### config.mk
export PLATFORM = sky130hd
export DESIGN_NAME = cps_page_streamer
export DESIGN_NICKNAME = d
export VERILOG_FILES = /design/src/rtl/cps_pkg.sv /design/src/rtl/cps_page_table.sv /design/src/rtl/cps_read_ctrl.sv /design/src/rtl/cps_byte_fifo.sv /design/src/rtl/cps_page_streamer.sv
export SDC_FILE = /design/constraint.sdc
export NUM_CORES = 1
export LEC_CHECK = 0
export CAP_MARGIN = 20
export CORE_UTILIZATION = 45
export DETAILED_ROUTE_END_ITERATION = 16
export PLACE_DENSITY = 0.64
export SLEW_MARGIN = 5
export SYNTH_ARGS = -nofsm -noshare
export SYNTH_HDL_FRONTEND = slang
export SYNTH_SLANG_ARGS = --single-unit
### constraint.sdc
create_clock -name clk -period 4.1 [get_ports clk]
set_input_delay 0.82 -clock clk [delete_from_list [all_inputs] [get_ports clk]]
set_output_delay 0.82 -clock clk [all_outputs]
set_load 0.03 [all_outputs]
### src/rtl/cps_pkg.sv
// Shared definitions for the page-selected configuration streamer.
// Assumes: output and memory data are one byte wide.
package cps_pkg;
    localparam int BYTE_W = 8;

    typedef enum logic {
        ST_IDLE = 1'b0,
        ST_RUN  = 1'b1
    } run_state_t;
endpackage

### src/rtl/cps_page_table.sv
// Option table: one base address and one byte length per page.
// Written through a simple port before use. Read combinationally by page index.
// Assumes: contents are not cleared by reset (programmed-once storage).
module cps_page_table #(
    parameter int PAGE_W = 3,
    parameter int ADDR_W = 16,
    parameter int LEN_W  = 16
) (
    input  logic              clk,
    input  logic              wr_en,
    input  logic [PAGE_W-1:0] wr_idx,
    input  logic [ADDR_W-1:0] wr_base,
    input  logic [LEN_W-1:0]  wr_len,
    input  logic [PAGE_W-1:0] rd_idx,
    output logic [ADDR_W-1:0] rd_base,
    output logic [LEN_W-1:0]  rd_len
);
    localparam int NUM_PAGES = 1 << PAGE_W;

    logic [ADDR_W-1:0] base_q [NUM_PAGES];
    logic [LEN_W-1:0]  len_q  [NUM_PAGES];

    // Store one entry per write strobe.
    always_ff @(posedge clk) begin
        if (wr_en) begin
            base_q[wr_idx] <= wr_base;
            len_q[wr_idx]  <= wr_len;
        end
    end

    // Present the selected entry.
    always_comb begin
        rd_base = base_q[rd_idx];
        rd_len  = len_q[rd_idx];
    end
endmodule

### src/rtl/cps_read_ctrl.sv
// Read sequencer: walks addresses from a loaded base for a loaded count.
// Keeps at most one request open and only issues one while the buffer has room.
// Assumes: load is pulsed only while no request is open.
module cps_read_ctrl #(
    parameter int ADDR_W = 16,
    parameter int LEN_W  = 16
) (
    input  logic              clk,
    input  logic              rst_n,
    input  logic              load,
    input  logic [ADDR_W-1:0] load_base,
    input  logic [LEN_W-1:0]  load_len,
    input  logic              room,
    output logic              mem_req,
    output logic [ADDR_W-1:0] mem_addr,
    input  logic              mem_ack,
    output logic              push
);
    logic [ADDR_W-1:0] addr_q;
    logic [LEN_W-1:0]  left_q;
    logic              req_q;

    // Issue, hold and retire one read at a time.
    always_ff @(posedge clk) begin
        if (!rst_n) begin
            addr_q <= '0;
            left_q <= '0;
            req_q  <= 1'b0;
        end else if (load) begin
            addr_q <= load_base;
            left_q <= load_len;
            req_q  <= 1'b0;
        end else if (req_q && mem_ack) begin
            req_q  <= 1'b0;
            addr_q <= addr_q + ADDR_W'(1);
            left_q <= left_q - LEN_W'(1);
        end else if (!req_q && (left_q != '0) && room) begin
            req_q  <= 1'b1;
        end
    end

    // Drive the memory port and the buffer write strobe.
    always_comb begin
        mem_req  = req_q;
        mem_addr = addr_q;
        push     = req_q && mem_ack;
    end
endmodule

### src/rtl/cps_byte_fifo.sv
// Small first-word-fall-through byte buffer between memory and output.
// Assumes: the writer never pushes when full. A pop when empty is ignored.
module cps_byte_fifo #(
    parameter int DEPTH = 4,
    parameter int DW    = 8
) (
    input  logic          clk,
    input  logic          rst_n,
    input  logic          push,
    input  logic [DW-1:0] push_data,
    input  logic          pop,
    output logic [DW-1:0] head,
    output logic          empty,
    output logic          full
);
    localparam int PTR_W = (DEPTH > 1) ? $clog2(DEPTH) : 1;
    localparam int CNT_W = $clog2(DEPTH + 1);

    logic [DW-1:0]    store [DEPTH];
    logic [PTR_W-1:0] wr_ptr, rd_ptr;
    logic [CNT_W-1:0] count;
    logic             push_ok, pop_ok;

    function automatic logic [PTR_W-1:0] step(input logic [PTR_W-1:0] p);
        return (p == PTR_W'(DEPTH - 1)) ? '0 : p + PTR_W'(1);
    endfunction

    // Qualify the strobes against occupancy.
    always_comb begin
        empty   = (count == '0);
        full    = (count == CNT_W'(DEPTH));
        push_ok = push && !full;
        pop_ok  = pop && !empty;
        head    = store[rd_ptr];
    end

    // Write incoming bytes into storage.
    always_ff @(posedge clk) begin
        if (push_ok) store[wr_ptr] <= push_data;
    end

    // Advance pointers and track occupancy.
    always_ff @(posedge clk) begin
        if (!rst_n) begin
            wr_ptr <= '0;
            rd_ptr <= '0;
            count  <= '0;
        end else begin
            if (push_ok) wr_ptr <= step(wr_ptr);
            if (pop_ok)  rd_ptr <= step(rd_ptr);
            if (push_ok && !pop_ok)      count <= count + CNT_W'(1);
            else if (pop_ok && !push_ok) count <= count - CNT_W'(1);
        end
    end
endmodule

### src/rtl/cps_page_streamer.sv
// Top: samples the page selector on an idle start, loads base and length from
// the option table, fetches bytes through the read sequencer into the buffer,
// and counts handshakes on the byte output until the page length is reached.
// Assumes: memory data is one byte per address. A zero length finishes at once.
module cps_page_streamer
    import cps_pkg::*;
#(
    parameter int PAGE_W     = 3,
    parameter int ADDR_W     = 16,
    parameter int LEN_W      = 16,
    parameter int FIFO_DEPTH = 4
) (
    input  logic              clk,
    input  logic              rst_n,
    input  logic              tbl_we,
    input  logic [PAGE_W-1:0] tbl_idx,
    input  logic [ADDR_W-1:0] tbl_base,
    input  logic [LEN_W-1:0]  tbl_len,
    input  logic [PAGE_W-1:0] page_sel,
    input  logic              start,
    output logic              busy,
    output logic              done,
    output logic              mem_req,
    output logic [ADDR_W-1:0] mem_addr,
    input  logic              mem_ack,
    input  logic [BYTE_W-1:0] mem_rdata,
    output logic              out_valid,
    input  logic              out_ready,
    output logic [BYTE_W-1:0] out_data
);
    run_state_t        state_q;
    logic [LEN_W-1:0]  len_q, sent_q;
    logic              done_q;
    logic [ADDR_W-1:0] sel_base;
    logic [LEN_W-1:0]  sel_len;
    logic              accept, push, pop, buf_empty, buf_full;

    cps_page_table #(.PAGE_W(PAGE_W), .ADDR_W(ADDR_W), .LEN_W(LEN_W)) u_table (
        .clk     (clk),
        .wr_en   (tbl_we),
        .wr_idx  (tbl_idx),
        .wr_base (tbl_base),
        .wr_len  (tbl_len),
        .rd_idx  (page_sel),
        .rd_base (sel_base),
        .rd_len  (sel_len)
    );

    cps_read_ctrl #(.ADDR_W(ADDR_W), .LEN_W(LEN_W)) u_reader (
        .clk       (clk),
        .rst_n     (rst_n),
        .load      (accept),
        .load_base (sel_base),
        .load_len  (sel_len),
        .room      (!buf_full),
        .mem_req   (mem_req),
        .mem_addr  (mem_addr),
        .mem_ack   (mem_ack),
        .push      (push)
    );

    cps_byte_fifo #(.DEPTH(FIFO_DEPTH), .DW(BYTE_W)) u_buffer (
        .clk       (clk),
        .rst_n     (rst_n),
        .push      (push),
        .push_data (mem_rdata),
        .pop       (pop),
        .head      (out_data),
        .empty     (buf_empty),
        .full      (buf_full)
    );

    // Decode start acceptance and output handshake.
    always_comb begin
        accept    = (state_q == ST_IDLE) && start;
        out_valid = !buf_empty;
        pop       = out_valid && out_ready;
        busy      = (state_q == ST_RUN);
        done      = done_q;
    end

    // Run control: latch the page on start, count delivered bytes, flag completion.
    always_ff @(posedge clk) begin
        if (!rst_n) begin
            state_q <= ST_IDLE;
            len_q   <= '0;
            sent_q  <= '0;
            done_q  <= 1'b0;
        end else if (accept) begin
            len_q   <= sel_len;
            sent_q  <= '0;
            done_q  <= (sel_len == '0);
            state_q <= (sel_len == '0) ? ST_IDLE : ST_RUN;
        end else if ((state_q == ST_RUN) && pop) begin
            sent_q <= sent_q + LEN_W'(1);
            if (sent_q + LEN_W'(1) == len_q) begin
                state_q <= ST_IDLE;
                done_q  <= 1'b1;
            end
        end
    end
endmodule

==> flow_summary.yaml <==
status:
  status: "complete, no violations"
synth:
  synth_edf_count: 288
  synth.avg_cell_area_sq_um: 15.3
  yosys-mux-area-fraction: 0.113
  synth-seq-cells: 364
  ys_warn_count: 0
  syn_nets: 1025
  synth_simple_gate_area_frac: 0.0829
  synth_xor_area_frac: 0.0344
  seq_area_frac_synth: 0.690
  netlist_area_sq_um: 14700
  syn_inst: 962
  synth_top_family_by_area: "multiplexers"
  synth_compound_area_frac: 0.0507
  yosysUniqueCellTypes: 57
  synthAdderAreaFrac: 0.00984
  synth_ff_type: "edfxtp_1"
  async_flop_share: 0
critical_path:
  critPathArrivalTime_ns: 2.38
  cp-start-kind: "flip-flop"
  slowest_delay_ns: 0.66
  worst-path-buf-inv: 1
  r2r_cells: 7
  cp_top_family: "flip-flops"
  critPathKind: "flip-flop to primary output"
  required_ns: 3.28
  path_max_fanout: 8
  cp.depth: 2
  crit_chain: "mux4_2 -> clkdlybuf4s50_1"
  end_kind: "primary output"
  critPathSlowestCell: "dfxtp_1"
drt:
  drtIter0Drc: 774
  viasPerCell: 5.55
  wirelength_mm: 31.2
  drc: 0
  num_vias: 8398
  routedWlPerCell_um: 20.6
  drt_pass1_iterations: 5
  antenna_left: 0
clock_network:
  cts-hold-fix-buffers: 0
  cts_setup_buffers: 0
  cts.path.max_buffers: 3
  root_buffer: "clkbuf_16"
  cts_sinks: 364
  cts_made_buffers: 38
  h-tree-depth: 2
  cts_resized: 0
  clock_latency_ns: 0.54
  clk_pin_slew_ns: 0.05
  cts_tree: "done"
place:
  gp_congestion: 0.871
  place_ws_ns: 0.738
  io_buffers: 79
  hpwl_mm: 19.9
floorplanning:
  num_rows: 65
  die_x_um: 183
  core_sq_um: 31900
  start_util: 0.463
  dieArea_sq_um: 33500
  num_io_pins: 80
  dieHeight_um: 183
sta:
  final.min_clock_period_ns: 3.20
  fin_crit_sh: 0.780
  tightest_slew_ns: 0.938
  hold_viol_final: 0
  clock_skew_ns: 0.0251
  relSlewSlack: 0.373
  setup_slack_ns: 0.902
  slew_violations: 0
  clock.fmax_ghz: 0.313
  finalSetupViolCount: 0
  rsz0062_at_grt: "no"
  tns_ns: 0
grt:
  grt_first_pass_wirelength_mm: 48.6
  gr-usage-all-layers: 0.192
  grt_pass1_vias: 8329
  overflow: 0
  grt_max_degree: 36
  grt_antenna_before_repair: 0
flow_run:
  maxCapViolCount: 0
cells_and_area:
  drive_above_1_share: 0.140
  fillers: 2597
  layout.nets: 1116
  area_delta_synth_final_pct: 17.3
  diodes: 0
  final_cell_mix: "edfxtp_1 (288), nand2_1 (78), clkdlybuf4s50_1 (77)"
  layout_commonest_cell: "edfxtp_1"
power_and_ir_drop:
  p_per_area_nw_per_um2: 499
  ir_worst_vdd_uv: 273
  leakagePower_uw: 0.00572
worst_hold_path:
  hold_path_depth: 2
  min_path_type: "flip-flop to flip-flop"
==> power by group <==
group / switching [uW] / leakage [uW] / internal (uW) / total [uW]
Combinational: 524 / 0.00188 / 425 / 949
Sequential: 129 / 0.00324 / 4160 / 4290
Clock: 1370 / 0.000600 / 2030 / 3400
Total: 2030 / 0.00572 / 6610 / 8640
==> cells in the mapped netlist (all sizes together), types with 14 or more instances <==
| master | count | area share |
|---|---|---|
| a21oi | 38 | 0.013 |
| nand4 | 14 | 0.0059 |
| o22ai | 25 | 0.011 |
| mux2i | 36 | 0.024 |
| o21ai | 20 | 0.0068 |
| nor2 | 73 | 0.019 |
| nand2 | 78 | 0.020 |
| nand3 | 19 | 0.0064 |
| xor2 | 27 | 0.016 |
| mux4 | 56 | 0.086 |
| clkbuf | 31 | 0.0079 |
| xnor2 | 31 | 0.018 |
| nor3 | 14 | 0.0048 |
| dfxtp | 76 | 0.10 |
| edfxtp | 288 | 0.59 |
| buf | 20 | 0.0087 |
==> final cells by class <==
cell class,count,area [sq um],area share
inverters,11,41.3,0.00239
clock buffers,44,973,0.0563
well taps,435,544,0.0315
repair buffers,102,956,0.0553
clock inverters,20,259,0.0150
flip-flops and latches,364,10200,0.588
multi-input cells,536,4350,0.251
==> registers in the layout (all words and copies together) (netlist names), named ones only <==
register / cells
u_buffer.rd_ptr: 2
busy: 1
done: 1
sent_q: 16
u_table.len_q: 128
u_reader.mem_addr: 16
len_q: 16
u_buffer.count: 3
u_table.base_q: 128
u_reader.mem_req: 1
u_buffer.wr_ptr: 2
u_reader.left_q: 16
u_buffer.store: 32
==> metrics by stage <==
stage | utilization | total power (uW) | hold slack (ns) | area, sq um | std cells
6_report | 0.542 | 8640 | 0.483 | 17300 | 1512
2_1_floorplan | - | 4950 | 0.444 | 14700 | 962
3_3_place_gp | 0.504 | 5310 | 0.478 | 16100 | 1448
5_1_grt | 0.542 | 8940 | 0.518 | 17300 | 1512
3_5_place_dp | 0.504 | 5320 | 0.474 | 16100 | 1448
4_1_cts | 0.542 | 8710 | 0.485 | 17300 | 1512
==> worst reg2reg max path, stage by stage, from the launching register on <==
cell	delay, ns
dfxtp_1	0.44
ha_1	0.42
nand4_1	0.31
or4_1	0.59
nand4_1	0.08
o2111ai_1	0.10
nor4_1	0.61
o22ai_1	0.17
==> metal layers <==
metal | routed length, um | global-route usage | share of wire
met5 | 0 | 0 | 0
met4 | 698 | 0.0577 | 0.022
met3 | 1620 | 0.0278 | 0.052
met2 | 15100 | 0.322 | 0.48
met1 | 13800 | 0.260 | 0.44
==> kinds of logic after synthesis <==
family | Yosys count
DFF | 364
xor gates and xnor gates | 58
and+or+nand+nor | 254
adders and majority gates | 11
buffers and inverters | 62
muxes | 96
AOI/OAI and AO/OA | 117
==> path summary, 6_finish.rpt <==
path	start	endpoint	slack, ns
setup / recovery	flip-flop	out_data[7]	0.90
hold / removal	u_buffer.rd_ptr[1]$_SDFFE_PN0P_	flip-flop	0.48
setup reg to reg	sent_q[0]$_SDFFE_PP0P_	busy$_SDFFE_PN0P_	1.23
hold reg to reg	u_buffer.rd_ptr[1]$_SDFFE_PN0P_	flip-flop	0.48
Power figures use the tool's default switching activity.
